==> src/rtl/pic_pkg.sv <==
package pic_pkg;
  typedef enum logic [2:0] {
    ST_OFF,
    ST_BASE,
    ST_CASC,
    ST_MODE,
    ST_RUN
  } init_st_e;

  localparam logic [2:0] OP_EOI_ANY = 3'b001;
  localparam logic [2:0] OP_EOI_ONE = 3'b011;
endpackage

==> src/rtl/pic_regif.sv <==
module pic_regif
  import pic_pkg::*;
#(
  parameter int LINES = 8,
  parameter int DW    = 8,
  localparam int IDW  = $clog2(LINES),
  localparam int BW   = DW - IDW
) (
  input  logic             clk,
  input  logic             rst_n,
  input  logic             bus_addr,
  input  logic             bus_wr,
  input  logic [DW-1:0]    bus_wdata,
  input  logic [LINES-1:0] irr,
  input  logic [LINES-1:0] isr,
  output logic [DW-1:0]    bus_rdata,
  output logic [LINES-1:0] imr,
  output logic [BW-1:0]    vbase,
  output logic [LINES-1:0] casc,
  output logic             ready,
  output logic             init_clr,
  output logic             eoi_any,
  output logic             eoi_one,
  output logic [IDW-1:0]   eoi_lvl
);
  init_st_e st_q;
  logic     want_casc_q, want_mode_q, sel_isr_q;
  logic     cmd_wr, dat_wr;

  assign cmd_wr   = bus_wr && !bus_addr;
  assign dat_wr   = bus_wr && bus_addr;
  assign init_clr = cmd_wr && bus_wdata[4];
  assign eoi_any  = cmd_wr && !bus_wdata[4] && !bus_wdata[3] && bus_wdata[7:5] == OP_EOI_ANY;
  assign eoi_one  = cmd_wr && !bus_wdata[4] && !bus_wdata[3] && bus_wdata[7:5] == OP_EOI_ONE;
  assign eoi_lvl  = bus_wdata[IDW-1:0];
  assign ready    = (st_q == ST_RUN);

  always_ff @(posedge clk or negedge rst_n) begin
    if (!rst_n) begin
      st_q        <= ST_OFF;
      want_casc_q <= 1'b0;
      want_mode_q <= 1'b0;
      sel_isr_q   <= 1'b0;
      imr         <= '1;
      vbase       <= '0;
      casc        <= '0;
    end else if (init_clr) begin
      st_q        <= ST_BASE;
      want_casc_q <= !bus_wdata[1];
      want_mode_q <= bus_wdata[0];
      sel_isr_q   <= 1'b0;
      imr         <= '0;
      casc        <= '0;
    end else begin
      if (cmd_wr && bus_wdata[3] && bus_wdata[1])
        sel_isr_q <= bus_wdata[0];
      if (dat_wr) begin
        unique case (st_q)
          ST_BASE: begin
            vbase <= bus_wdata[DW-1:IDW];
            if (want_casc_q)      st_q <= ST_CASC;
            else if (want_mode_q) st_q <= ST_MODE;
            else                  st_q <= ST_RUN;
          end
          ST_CASC: begin
            casc <= bus_wdata[LINES-1:0];
            st_q <= want_mode_q ? ST_MODE : ST_RUN;
          end
          ST_MODE: st_q <= ST_RUN;
          default: imr <= bus_wdata[LINES-1:0];
        endcase
      end
    end
  end

  always_comb begin
    bus_rdata = '0;
    if (bus_addr)       bus_rdata[LINES-1:0] = imr;
    else if (sel_isr_q) bus_rdata[LINES-1:0] = isr;
    else                bus_rdata[LINES-1:0] = irr;
  end
endmodule

==> src/rtl/pic_reqlatch.sv <==
module pic_reqlatch #(
  parameter int LINES = 8,
  parameter int SYNC  = 2
) (
  input  logic             clk,
  input  logic             rst_n,
  input  logic             clr,
  input  logic [LINES-1:0] ir_i,
  input  logic [LINES-1:0] taken,
  output logic [LINES-1:0] irr
);
  logic [SYNC-1:0][LINES-1:0] stg_q;
  logic [LINES-1:0]           prev_q, lvl;

  assign lvl = stg_q[SYNC-1];

  always_ff @(posedge clk or negedge rst_n) begin
    if (!rst_n) begin
      stg_q  <= '0;
      prev_q <= '0;
      irr    <= '0;
    end else begin
      stg_q[0] <= ir_i;
      for (int k = 1; k < SYNC; k++) stg_q[k] <= stg_q[k-1];
      prev_q <= lvl;
      if (clr) irr <= '0;
      else     irr <= lvl & (irr | ~prev_q) & ~taken;
    end
  end
endmodule

==> src/rtl/pic_resolve.sv <==
module pic_resolve #(
  parameter int LINES = 8,
  localparam int IDW  = $clog2(LINES)
) (
  input  logic [LINES-1:0] irr,
  input  logic [LINES-1:0] imr,
  input  logic [LINES-1:0] isr,
  output logic             win_ok,
  output logic [IDW-1:0]   win_idx
);
  logic [LINES-1:0] cand;
  logic [IDW:0]     ceil;
  logic             found;

  assign cand = irr & ~imr;

  always_comb begin
    ceil    = (IDW+1)'(LINES);
    found   = 1'b0;
    win_idx = '0;
    for (int k = LINES - 1; k >= 0; k--) begin
      if (isr[k]) ceil = (IDW+1)'(k);
      if (cand[k]) begin
        found   = 1'b1;
        win_idx = IDW'(k);
      end
    end
    win_ok = found && ({1'b0, win_idx} < ceil);
  end
endmodule

==> src/rtl/pic_service.sv <==
module pic_service #(
  parameter int LINES = 8,
  parameter int DW    = 8,
  localparam int IDW  = $clog2(LINES),
  localparam int BW   = DW - IDW
) (
  input  logic             clk,
  input  logic             rst_n,
  input  logic             init_clr,
  input  logic             take,
  input  logic             win_ok,
  input  logic [IDW-1:0]   win_idx,
  input  logic             to_slave,
  input  logic [BW-1:0]    vbase,
  input  logic             eoi_any,
  input  logic             eoi_one,
  input  logic [IDW-1:0]   eoi_lvl,
  input  logic             vec_ready,
  output logic [LINES-1:0] isr,
  output logic [LINES-1:0] taken,
  output logic             vec_valid,
  output logic [DW-1:0]    vec_data
);
  logic [LINES-1:0] low_bit, drop, isr_n;

  always_comb begin
    taken   = '0;
    if (take && win_ok) taken[win_idx] = 1'b1;
    low_bit = isr & ~(isr - LINES'(1));
    drop    = '0;
    if (eoi_any) drop = drop | low_bit;
    if (eoi_one) drop[eoi_lvl] = 1'b1;
    isr_n   = (isr & ~drop) | taken;
  end

  always_ff @(posedge clk or negedge rst_n) begin
    if (!rst_n) begin
      isr       <= '0;
      vec_valid <= 1'b0;
      vec_data  <= '0;
    end else begin
      isr <= init_clr ? '0 : isr_n;
      if (take && !(win_ok && to_slave)) begin
        vec_valid <= 1'b1;
        vec_data  <= {vbase, (win_ok ? win_idx : {IDW{1'b1}})};
      end else if (vec_ready) begin
        vec_valid <= 1'b0;
      end
    end
  end
endmodule

==> src/rtl/pic_ctrl.sv <==
module pic_ctrl #(
  parameter int LINES = 8,
  parameter int DW    = 8,
  parameter int SYNC  = 2,
  localparam int IDW  = $clog2(LINES),
  localparam int BW   = DW - IDW
) (
  input  logic             clk,
  input  logic             rst_n,
  input  logic             is_master,
  input  logic             bus_addr,
  input  logic             bus_wr,
  input  logic [DW-1:0]    bus_wdata,
  output logic [DW-1:0]    bus_rdata,
  input  logic [LINES-1:0] ir_i,
  output logic             irq_o,
  input  logic             ack_i,
  output logic             vec_valid,
  input  logic             vec_ready,
  output logic [DW-1:0]    vec_data,
  output logic             cas_en_o,
  output logic [IDW-1:0]   cas_id_o,
  input  logic             cas_en_i,
  input  logic [IDW-1:0]   cas_id_i
);
  logic [LINES-1:0] irr_w, isr_w, imr_w, casc_w, taken_w;
  logic [BW-1:0]    vbase_w;
  logic             ready_w, init_clr_w, eoi_any_w, eoi_one_w;
  logic [IDW-1:0]   eoi_lvl_w, win_idx_w;
  logic             win_ok_w, to_slave_w, ack_ok_w, take_w;

  pic_regif #(.LINES(LINES), .DW(DW)) u_regif (
    .clk(clk), .rst_n(rst_n), .bus_addr(bus_addr), .bus_wr(bus_wr),
    .bus_wdata(bus_wdata), .irr(irr_w), .isr(isr_w), .bus_rdata(bus_rdata),
    .imr(imr_w), .vbase(vbase_w), .casc(casc_w), .ready(ready_w),
    .init_clr(init_clr_w), .eoi_any(eoi_any_w), .eoi_one(eoi_one_w),
    .eoi_lvl(eoi_lvl_w)
  );

  pic_reqlatch #(.LINES(LINES), .SYNC(SYNC)) u_req (
    .clk(clk), .rst_n(rst_n), .clr(init_clr_w), .ir_i(ir_i),
    .taken(taken_w), .irr(irr_w)
  );

  pic_resolve #(.LINES(LINES)) u_res (
    .irr(irr_w), .imr(imr_w), .isr(isr_w), .win_ok(win_ok_w), .win_idx(win_idx_w)
  );

  assign to_slave_w = is_master && casc_w[win_idx_w];
  assign ack_ok_w   = is_master ? ack_i
                                : (ack_i && cas_en_i && cas_id_i == casc_w[IDW-1:0]);
  assign take_w     = ack_ok_w && ready_w && !vec_valid;
  assign irq_o      = ready_w && win_ok_w;
  assign cas_en_o   = irq_o && to_slave_w;
  assign cas_id_o   = cas_en_o ? win_idx_w : '0;

  pic_service #(.LINES(LINES), .DW(DW)) u_svc (
    .clk(clk), .rst_n(rst_n), .init_clr(init_clr_w), .take(take_w),
    .win_ok(win_ok_w), .win_idx(win_idx_w), .to_slave(to_slave_w),
    .vbase(vbase_w), .eoi_any(eoi_any_w), .eoi_one(eoi_one_w),
    .eoi_lvl(eoi_lvl_w), .vec_ready(vec_ready), .isr(isr_w),
    .taken(taken_w), .vec_valid(vec_valid), .vec_data(vec_data)
  );
endmodule

==> config.mk <==
export PLATFORM = sky130hd
export DESIGN_NAME = pic_ctrl
export DESIGN_NICKNAME = d
export VERILOG_FILES = /design/src/rtl/pic_pkg.sv /design/src/rtl/pic_regif.sv /design/src/rtl/pic_reqlatch.sv /design/src/rtl/pic_resolve.sv /design/src/rtl/pic_service.sv /design/src/rtl/pic_ctrl.sv
export SDC_FILE = /design/constraint.sdc
export NUM_CORES = 1
export LEC_CHECK = 0
export ABC_AREA = 1
export BUFFER_PORTS_ARGS = -buffer_cell sky130_fd_sc_hd__buf_2
export CAP_MARGIN = 10
export CORE_UTILIZATION = 55
export CTS_CLUSTER_SIZE = 28
export DETAILED_ROUTE_END_ITERATION = 16
export PLACE_DENSITY_LB_ADDON = 0.3
export REMOVE_ABC_BUFFERS = 1
export SLEW_MARGIN = 20
export SYNTH_ARGS = -nofsm -noshare
export SYNTH_HDL_FRONTEND = slang
export SYNTH_SLANG_ARGS = --single-unit
==> constraint.sdc <==
create_clock -name clk -period 5.75 [get_ports clk]
set_input_delay 1.725 -clock clk [delete_from_list [all_inputs] [get_ports clk]]
set_output_delay 1.725 -clock clk [all_outputs]
set_load 0.05 [all_outputs]
==> results.yml <==
sta:
  hold_viol_final: 0
  min_period_over_period: 0.799
  max_freq_mhz: 218
  setup_viol: 0
  slew_viol_final: 0
  min_period_ps: 4590
  slew-limit-headroom: 0.393
  rsz0062_at_grt: "false"
  setup_slack_ps: 1160
  worst_clock_skew_ps: 8.06
  worstMarginPinSlew_ps: 911
  fin_tns_setup_ps: 0
  holdWs_ps: 350
run_status:
  status: "finished, violations left"
  violations: "design-rule violations"
critical_path:
  critical_path.max_fanout: 13
  crit_cells: 15
  cp_slowest_cell: "dfstp_2"
  crit_buf_inv: 4
  cp-start-kind: "flop"
  worstSetupEndpointType: "output pin"
  reg2reg_to: "u_svc.vec_valid"
  crit_chain: "inv_1, nand2_1, nand2_2, inv_2, nand2_1, nand2_2, nand2_4, inv_1, ha_1, nand2_1, nand2_1, a21boi_4, nand3_4, nor2_1, buf_2"
  crit_path_end: "cas_en_o"
  path_class: "reg2out"
  rrSetupSlack_ps: 3230
  crit_family: "simple AND/OR/NAND/NOR gates"
  critPathMaxStageDelay_ps: 520
  required_ps: 4030
  crit_start: "u_regif.imr[5]"
  cp_common_cell: "nand2_1"
  worstPathArrival_ps: 2870
  r2r-start: "u_regif.imr[5]"
  reg2regPathDepth: 15
detailed_routing:
  vias: 3061
  wl_per_cell_um: 14.5
  route.detailed.drc: 6
  ant_nets: 0
  totalWireLength_mm: 8.23
  drt-initial-drc-count: 185
  vias_per_cell: 5.40
  first_pass_iters: 11
placement:
  dp_hpwl_mm: 6.08
  placed_cell_area_um2: 4020
  post-place-ws_ps: 1360
  portBuffers: 48
  gp_congestion: 0.884
  dp.cells: 551
final_layout:
  n_antenna_cell: 0
  postLayoutCoreUtil: 0.650
  fin_cells: 567
  layout-drive-gt1-share: 0.237
  nets: 514
  layout_commonest_cell: "nand2_1"
  fill_cells: 566
  multi_input_area_um2: 1520
  area_growth_syn_to_layout_pct: 12.6
  final_cell_mix: "nand2_1, dfrtp_1, inv_1"
  final_area_um2: 4200
  regArea_um2: 1910
floorplan:
  die_w_um: 84.3
  start_util: 0.577
  rows: 29
  io-pin-count: 49
  die-area_um2: 7110
  dieHeight_um: 84.3
  coreArea_um2: 6460
clock_tree:
  clk_latency_ps: 350
  cts_setup_buffers: 0
  clk_pin_slew_ps: 70
  hold_buffers: 0
  cts.sink_count: 76
  cts_resized: 0
  cts_buffer_depth: 2
  cts-root-buf: "clkbuf_8"
  htreeDepth: 3
  numCtsBuffers: 9
  tritoncts: "done"
grt:
  antenna_found_initial: 0
  grt_pass1_vias: 2987
  grt_overflow_total: 0
  grt_pass1_wl_mm: 13.8
  grt_max_degree: 77
  global_route.usage.total: 0.254
run:
  drv_cap: 0
pwr:
  ir_worst_vdd_mv: 0.170
  finalPower_mw: 1.84
  pwr_density_cell_nw_per_um2: 439
  p_leak_nw: 2.12
synthesis:
  synth.cell_area_um2: 3720
  ys_seq_elements: 76
  yosys_warnings: 0
  syn_avg_cell_area_um2: 8.54
  synth_cells: 436
  synth.distinct_cells: 42
  synth_seq_area_share: 0.513
min_path:
  hold_class: "reg2reg"
## worst min-delay path by stage
stage,startpoint,to,slack (ps),cells past startpoint
finish,u_req.stg_q[6],u_req.lvl[6],350,0
global route,u_req.stg_q[6],u_req.lvl[6],350,0
CTS,u_req.stg_q[1],u_req.lvl[1],350,0
detailed placement,u_req.stg_q[6],u_req.lvl[6],340,0
global placement,u_req.stg_q[3],u_req.lvl[3],330,0
floorplan,u_req.stg_q[0],u_req.lvl[0],330,0
## sequential cells by signal, summed over array words and instances, names as in the netlist
signal	cells
u_req.stg_q	8
u_regif.st_q	3
u_regif.vbase	5
u_req.prev_q	8
u_regif.casc	8
u_req.lvl	8
u_svc.vec_valid	1
u_regif.want_mode_q	1
u_regif.imr	8
u_svc.isr	8
u_regif.sel_isr_q	1
u_req.irr	8
u_svc.vec_data	8
u_regif.want_casc_q	1
## layer usage
| layer | up-vias | track usage | part of all wire |
|---|---|---|---|
| li1 | 1501 | - | - |
| met1 | 1448 | 0.305 | 0.43 |
| met2 | 89 | 0.444 | 0.49 |
| met3 | 23 | 0.0374 | 0.043 |
| met4 | 0 | 0.138 | 0.032 |
| met5 | - | 0 | 0 |
## synth_stat cells (all sizes together)
cell,count,share of area
a211oi,5,0.010
a21boi,2,0.0071
a21oi,22,0.031
a22oi,1,0.0020
buf,3,0.0054
clkbuf,7,0.0074
dfrtp,68,0.46
dfstp,8,0.056
ha,2,0.0067
inv,66,0.067
mux2,2,0.0060
nand2,110,0.13
nand3,21,0.038
nand3b,3,0.0060
nand4,4,0.0067
nor2,50,0.066
nor3,13,0.021
o2111ai,1,0.0024
o211ai,8,0.016
o21a,1,0.0020
o21ai,32,0.044
o22ai,2,0.0034
o311ai,1,0.0024
o31ai,2,0.0040
xnor2,2,0.0047
## area by class of cell
class | count | share of cell area
clock inverters | 4 | 0.00567
well taps | 77 | 0.0230
repair buffers | 48 | 0.0579
clock buffers | 12 | 0.0370
flip-flops and latches | 76 | 0.456
multi-input cells | 284 | 0.361
inverters | 66 | 0.0596
## report_power, final
group / internal [mW] / switching [mW]
Sequential: 0.668 / 0.0650
Clock: 0.179 / 0.188
Combinational: 0.210 / 0.533
## cells by family after synthesis
family	Yosys count	synth area share
adder cells (fa/ha/maj)	2	0.00672
multiplexers	2	0.00605
AND/OR/NAND/NOR	201	0.265
buffers and inverters	76	0.0799
XOR/XNOR	2	0.00470
AO/OA/AOI/OAI	77	0.124
flip-flops	76	0.513
No activity file was read; power rests on OpenSTA's default activity.
